`src/rtl/itimer_pkg.sv`:
```
package itimer_pkg;
    typedef enum logic [1:0] {
        REG_STATUS = 2'd0,
        REG_CTRL   = 2'd1,
        REG_PLO    = 2'd2,
        REG_PHI    = 2'd3
    } reg_sel_e;

    typedef enum logic {
        ST_IDLE = 1'b0,
        ST_RUN  = 1'b1
    } tmr_state_e;

    localparam int B_TO    = 0;
    localparam int B_RUN   = 1;
    localparam int B_ITO   = 0;
    localparam int B_CONT  = 1;
    localparam int B_START = 2;
    localparam int B_STOP  = 3;
endpackage

```
`src/rtl/itimer_regs.sv`:
```
module itimer_regs
    import itimer_pkg::*;
#(
    parameter int unsigned        HALF_W          = 16,
    parameter bit                 WRITABLE_PERIOD = 1'b1,
    parameter bit                 HAS_STARTSTOP   = 1'b1,
    parameter logic [2*HALF_W-1:0] FIXED_PERIOD   = 100
) (
    input  logic                  clk,
    input  logic                  rst_n,
    input  logic                  sel,
    input  logic                  wr,
    input  logic [1:0]            addr,
    input  logic [HALF_W-1:0]     wdata,
    output logic [HALF_W-1:0]     rdata,
    input  logic                  expire,
    input  logic                  running,
    output logic [2*HALF_W-1:0]   period_val,
    output logic [2*HALF_W-1:0]   reload_val,
    output logic                  ito,
    output logic                  cont,
    output logic                  start_evt,
    output logic                  stop_evt,
    output logic                  reload_evt,
    output logic                  status_wr,
    output logic                  to_flag,
    output logic                  irq
);
    localparam int unsigned PERIOD_W = 2 * HALF_W;

    logic              wr_hit;
    logic              ctrl_wr;
    logic              ito_q, cont_q, to_q;
    logic [HALF_W-1:0] rd_mux, rdata_q;

    assign wr_hit     = sel && wr;
    assign status_wr  = wr_hit && (addr == REG_STATUS);
    assign ctrl_wr    = wr_hit && (addr == REG_CTRL);
    assign reload_evt = wr_hit && ((addr == REG_PLO) || (addr == REG_PHI));
    assign start_evt  = ctrl_wr && wdata[B_START];

    generate
        if (HAS_STARTSTOP) begin : g_ss
            assign stop_evt = ctrl_wr && wdata[B_STOP];
        end else begin : g_no_ss
            assign stop_evt = 1'b0;
        end
    endgenerate

    generate
        if (WRITABLE_PERIOD) begin : g_wper
            logic [PERIOD_W-1:0] period_q;
            always_ff @(posedge clk or negedge rst_n) begin
                if (!rst_n) begin
                    period_q <= FIXED_PERIOD;
                end else if (reload_evt) begin
                    period_q <= reload_val;
                end
            end
            always_comb begin
                reload_val = period_q;
                if (addr == REG_PHI) begin
                    reload_val[PERIOD_W-1:HALF_W] = wdata;
                end else begin
                    reload_val[HALF_W-1:0] = wdata;
                end
            end
            assign period_val = period_q;
        end else begin : g_fper
            assign period_val = FIXED_PERIOD;
            assign reload_val = FIXED_PERIOD;
        end
    endgenerate

    always_ff @(posedge clk or negedge rst_n) begin
        if (!rst_n) begin
            ito_q  <= 1'b0;
            cont_q <= 1'b0;
        end else if (ctrl_wr) begin
            ito_q  <= wdata[B_ITO];
            cont_q <= wdata[B_CONT];
        end
    end

    always_ff @(posedge clk or negedge rst_n) begin
        if (!rst_n) begin
            to_q <= 1'b0;
        end else if (expire) begin
            to_q <= 1'b1;
        end else if (status_wr) begin
            to_q <= 1'b0;
        end
    end

    always_comb begin
        rd_mux = '0;
        unique case (reg_sel_e'(addr))
            REG_STATUS: begin
                rd_mux[B_TO]  = to_q;
                rd_mux[B_RUN] = running;
            end
            REG_CTRL: begin
                rd_mux[B_ITO]  = ito_q;
                rd_mux[B_CONT] = cont_q;
            end
            REG_PLO: rd_mux = period_val[HALF_W-1:0];
            REG_PHI: rd_mux = period_val[PERIOD_W-1:HALF_W];
        endcase
    end

    always_ff @(posedge clk or negedge rst_n) begin
        if (!rst_n) begin
            rdata_q <= '0;
        end else if (sel && !wr) begin
            rdata_q <= rd_mux;
        end
    end

    assign rdata   = rdata_q;
    assign ito     = ito_q;
    assign cont    = cont_q;
    assign to_flag = to_q;
    assign irq     = to_q && ito_q;
endmodule

```
`src/rtl/itimer_fsm.sv`:
```
module itimer_fsm
    import itimer_pkg::*;
#(
    parameter int unsigned        PERIOD_W      = 32,
    parameter bit                 HAS_STARTSTOP = 1'b1,
    parameter logic [PERIOD_W-1:0] RESET_COUNT  = 100
) (
    input  logic                clk,
    input  logic                rst_n,
    input  logic                start_evt,
    input  logic                stop_evt,
    input  logic                reload_evt,
    input  logic [PERIOD_W-1:0] reload_val,
    input  logic [PERIOD_W-1:0] period_val,
    input  logic                cont,
    output logic                running,
    output logic                expire,
    output logic [PERIOD_W-1:0] count
);
    localparam tmr_state_e RESET_ST = HAS_STARTSTOP ? ST_IDLE : ST_RUN;

    tmr_state_e          state_q, state_d;
    logic [PERIOD_W-1:0] count_q, count_d;
    logic                at_zero;

    assign at_zero = (state_q == ST_RUN) && (count_q == '0);
    assign expire  = at_zero && !reload_evt && !stop_evt;

    always_comb begin
        state_d = state_q;
        unique case (state_q)
            ST_IDLE: begin
                if (start_evt && !stop_evt) state_d = ST_RUN;
            end
            ST_RUN: begin
                if (stop_evt)              state_d = ST_IDLE;
                else if (expire && !cont)  state_d = ST_IDLE;
            end
        endcase
        if (reload_evt && HAS_STARTSTOP) state_d = ST_IDLE;
    end

    always_comb begin
        count_d = count_q;
        if (reload_evt) begin
            count_d = reload_val;
        end else if ((state_q == ST_RUN) && !stop_evt) begin
            count_d = (count_q == '0) ? period_val : count_q - 1'b1;
        end
    end

    always_ff @(posedge clk or negedge rst_n) begin
        if (!rst_n) begin
            state_q <= RESET_ST;
            count_q <= RESET_COUNT;
        end else begin
            state_q <= state_d;
            count_q <= count_d;
        end
    end

    always_comb begin
        running = (state_q == ST_RUN);
        count   = count_q;
    end
endmodule

```
`src/rtl/itimer.sv`:
```
module itimer
    import itimer_pkg::*;
#(
    parameter int unsigned         HALF_W          = 16,
    parameter bit                  WRITABLE_PERIOD = 1'b1,
    parameter bit                  HAS_STARTSTOP   = 1'b1,
    parameter logic [2*HALF_W-1:0] FIXED_PERIOD    = 100
) (
    input  logic              clk,
    input  logic              rst_n,
    input  logic              bus_sel,
    input  logic              bus_wr,
    input  logic [1:0]        bus_addr,
    input  logic [HALF_W-1:0] bus_wdata,
    output logic [HALF_W-1:0] bus_rdata,
    output logic              irq
);
    localparam int unsigned PERIOD_W = 2 * HALF_W;

    logic [PERIOD_W-1:0] period_val, reload_val, count;
    logic ito, cont, start_evt, stop_evt, reload_evt, status_wr, to_flag;
    logic running, expire;

    itimer_regs #(
        .HALF_W(HALF_W), .WRITABLE_PERIOD(WRITABLE_PERIOD),
        .HAS_STARTSTOP(HAS_STARTSTOP), .FIXED_PERIOD(FIXED_PERIOD)
    ) u_regs (
        .clk(clk), .rst_n(rst_n), .sel(bus_sel), .wr(bus_wr),
        .addr(bus_addr), .wdata(bus_wdata), .rdata(bus_rdata),
        .expire(expire), .running(running),
        .period_val(period_val), .reload_val(reload_val),
        .ito(ito), .cont(cont), .start_evt(start_evt), .stop_evt(stop_evt),
        .reload_evt(reload_evt), .status_wr(status_wr), .to_flag(to_flag),
        .irq(irq)
    );

    itimer_fsm #(
        .PERIOD_W(PERIOD_W), .HAS_STARTSTOP(HAS_STARTSTOP),
        .RESET_COUNT(FIXED_PERIOD)
    ) u_fsm (
        .clk(clk), .rst_n(rst_n), .start_evt(start_evt), .stop_evt(stop_evt),
        .reload_evt(reload_evt), .reload_val(reload_val),
        .period_val(period_val), .cont(cont),
        .running(running), .expire(expire), .count(count)
    );
endmodule

```
`config.mk`:
```
export PLATFORM = sky130hd
export DESIGN_NAME = itimer
export DESIGN_NICKNAME = d
export VERILOG_FILES = /design/src/rtl/itimer_pkg.sv /design/src/rtl/itimer_regs.sv /design/src/rtl/itimer_fsm.sv /design/src/rtl/itimer.sv
export SDC_FILE = /design/constraint.sdc
export NUM_CORES = 1
export LEC_CHECK = 0
export ABC_AREA = 1
export BUFFER_PORTS_ARGS = -buffer_cell sky130_fd_sc_hd__clkbuf_2
export CORE_MARGIN = 2
export CORE_UTILIZATION = 41
export DETAILED_ROUTE_END_ITERATION = 16
export SETUP_SLACK_MARGIN = 0.1
export SYNTH_ARGS = -nofsm -noshare
export SYNTH_HDL_FRONTEND = slang
export SYNTH_SLANG_ARGS = --single-unit
```
`constraint.sdc`:
```
create_clock -name clk -period 1.6 [get_ports clk]
set_input_delay 0.16 -clock clk [delete_from_list [all_inputs] [get_ports clk]]
set_output_delay 0.16 -clock clk [all_outputs]
set_load 0.01 [all_outputs]
```
==> results.sh <==
export IMPL_outcome="finished with violations"
export IMPL_violations="negative setup slack"
export IMPL_area_growth_pct=34.9
export IMPL_crit_arrival_ns=1.95
export IMPL_hold_violations=0
export IMPL_start_kind="register"
export IMPL_yosysUniqueCellTypes=36
export IMPL_numCtsBuffers=9
export IMPL_drt_first_pass_iters=6
export IMPL_instances_no_fill=1103
export IMPL_num_vias=5762
export IMPL_ys_warn_count=0
export IMPL_antenna_cells=0
export IMPL_maxCapViolCount=0
export IMPL_grt_pass1_vias=5612
export IMPL_io_pins=39
export IMPL_fin_setup_tns_ns=-0.970
export IMPL_syn_nets=824
export IMPL_portBuffers=38
export IMPL_place_hpwl_microns=12900
export IMPL_synth_compound_area_share_pct=13.7
export IMPL_grt_usage_pct=24.5
export IMPL_min_from="bus_wdata[0]"
export IMPL_antenna_found_initial=0
export IMPL_most_common_layout_cells="179 x nand2_1, 137 x nor2_1, 90 x buf_4, 76 x inv_1, 75 x dfrtp_1"
export IMPL_critPathKind="reg -> reg"
export IMPL_nets=946
export IMPL_worstReg2RegStart="u_fsm.count[0]"
export IMPL_worstSetupEndpointType="register"
export IMPL_slew_headroom_pct=74.2
export IMPL_drc=0
export IMPL_period_share_pct=105
export IMPL_cts_sinks=84
export IMPL_yosys_area_share_simple_pct=36.7
export IMPL_postRouteAntennaNets=0
export IMPL_power_leakage_nw=3.63
export IMPL_hold_path_class="in -> reg"
export IMPL_rsz0062_at_grt="yes"
export IMPL_post_drt_wl_per_cell_microns=15.5
export IMPL_netlist_instances=800
export IMPL_nFillCells=1232
export IMPL_finalClockSkew_ns=0.00758
export IMPL_layout_commonest_cell="nand2_1"
export IMPL_worstPathMaxFanout=4
export IMPL_worst_pin_slew_ns=0.387
export IMPL_synth_fa_ha_area_share_pct=0.455
export IMPL_power_w=0.00985
export IMPL_reg2reg_depth=12
export IMPL_ys_ff_latch=84
export IMPL_gr_total_overflow=0
export IMPL_die_width_microns=120
export IMPL_p_per_area_nw_per_um2=1330
export IMPL_syn_area_sq_um=5500
export IMPL_cts_path_max_buffers=2
export IMPL_std_cell_rows=42
export IMPL_finalSetupViolations=32
export IMPL_synth_top_family_by_area="simple AND/OR/NAND/NOR gates"
export IMPL_grt_first_pass_wirelength_microns=27800
export IMPL_core_sq_um=13200
export IMPL_fp_dieH_microns=120
export IMPL_drt_iter0_drc=517
export IMPL_drive_gt1_share_pct=33.8
export IMPL_hold_end="u_regs.ito"
export IMPL_grt_start_max_net_pins=36
export IMPL_start_util_pct=41.7
export IMPL_drv_slew=0
export IMPL_synth_avg_cell_area_sq_um=6.87
export IMPL_min_path_cells=2
export IMPL_dieArea_sq_um=14300
export IMPL_drt_wl_total_microns=17100
export IMPL_vias_per_cell=5.22
export IMPL_r2r_end="u_fsm.count[14]"
export IMPL_vdd_drop_max_mv=0.548
export IMPL_seq_area_frac_synth_pct=38.4
export IMPL_yosys_area_share_xor_xnor_pct=1.28
export IMPL_clock_tree_root_cell="clkbuf_16"
export IMPL_r2r_slack_ns=-0.07
export IMPL_gp_congestion=0.915
export IMPL_period_minus_slack_ns=1.67
export IMPL_clk_transition_reported_paths_ns=0.07
export IMPL_dp_cells=1074
export IMPL_final_core_util_pct=56.2
export IMPL_clk_insertion_delay_late_ns=0.35
export IMPL_tritoncts="built"
export IMPL_fmax_mhz=597
export IMPL_critPathRequiredTime_ns=1.88
export IMPL_setup_ws_ns=-0.0737
export IMPL_htreeDepth=3
export IMPL_synthMuxAreaShare_pct=0.410
[flip-flops by register name, indices dropped and copies added, names as in the netlist]
signal	count
u_regs.rdata	16
u_regs.ito	1
u_regs.cont	1
u_regs.period_val	32
u_regs.to_flag	1
u_fsm.running	1
u_fsm.count	32
[worst max-delay path by stage]
stage              startpoint         endpoint  slack (ns)
6_report       u_fsm.count[0]  u_fsm.count[14]       -0.07
5_1_grt        u_fsm.count[0]  u_fsm.count[30]       -0.18
4_1_cts        u_fsm.count[0]  u_fsm.count[15]       -0.07
3_5_place_dp   u_fsm.count[0]  u_fsm.count[12]       -0.15
3_3_place_gp   u_fsm.count[0]  u_fsm.count[12]       -0.14
2_1_floorplan  u_fsm.count[0]  u_fsm.count[20]        0.09
[where the power goes]
group          switching, W  leakage, nW  internal [W]
clock network      0.000969        0.143       0.00123
registers          0.000709        0.963       0.00280
logic               0.00225         2.52       0.00189
[per-stage QoR]
step                      worst slack, ns  cell area (sq um)  hold slack (ns)
after floorplan                    0.0897               5520           -0.136
after global placement             -0.136               6580            0.105
after detailed placement           -0.149               6580            0.110
after CTS                         -0.0748               7090           0.0848
after global routing               -0.178               7410           0.0944
final                             -0.0737               7410           0.0816
[area by class of cell]
cell class | count | area [sq um] | share of cell area (%)
Multi-Input combinational cell | 600 | 3310 | 44.7
Inverter | 85 | 319 | 4.30
Clock buffer | 9 | 225 | 3.04
Timing Repair Buffer | 142 | 1140 | 15.4
Tap cell | 176 | 220 | 2.97
Sequential cell | 84 | 2110 | 28.5
Clock inverter | 7 | 80.1 | 1.08
[repair_timing]
action	CTS	global route
gates cloned	0	0
endpoints found under the hold margin	21	0
pin swaps	9	5
resized for setup	39	77
setup endpoints to repair	34	34
hold buffers	1	0
buffers inserted	5	7
[cell usage after synthesis (all sizes together)]
cell type | instances | share of area (%)
nand2 | 216 | 15
nand3 | 53 | 5.2
o21ai | 24 | 2.2
nand3b | 3 | 0.64
ha | 2 | 0.46
dfrtp | 78 | 36
nand4 | 8 | 0.91
nor2 | 182 | 14
buf | 19 | 2.5
nor3 | 1 | 0.091
dfstp | 6 | 2.9
clkbuf | 12 | 0.82
a21oi | 49 | 4.8
o21a | 15 | 2.0
inv | 84 | 5.7
xor2 | 3 | 0.48
or2 | 1 | 0.11
o22ai | 2 | 0.23
xnor2 | 5 | 0.80
o21bai | 18 | 2.5
clkinv | 1 | 0.068
a221oi | 2 | 0.32
a31oi | 14 | 1.6
mux2 | 2 | 0.41
[cells by family (layout without fill, tap and decap cells)]
kind of cell,Yosys count,in the layout
mux,2,2
buf+inv,116,243
compound gates,124,124
fa+ha+maj,2,2
flops,84,84
simple gates,464,464
xor+xnor,8,8
[layer usage]
metal,vias to the layer above,part of all wire (%),GRT usage (%)
met1,2738,45,33.7
met5,-,0,0
met3,43,7.1,5.32
li1,2784,-,-
met4,0,3.1,9.12
met2,197,45,37.9
[worst max-delay path: stages (launching register included)]
cell     delay (ns)
dfrtp_1        0.40
inv_2          0.11
ha_2           0.22
inv_1          0.08
nor2_4         0.16
buf_12         0.13
buf_4          0.10
nand2_1        0.04
nand2_1        0.05
nand2_1        0.04
nand2_1        0.06
nand3_1        0.07
a21oi_2        0.12
Note: power is estimated with default switching activity, not from simulation.
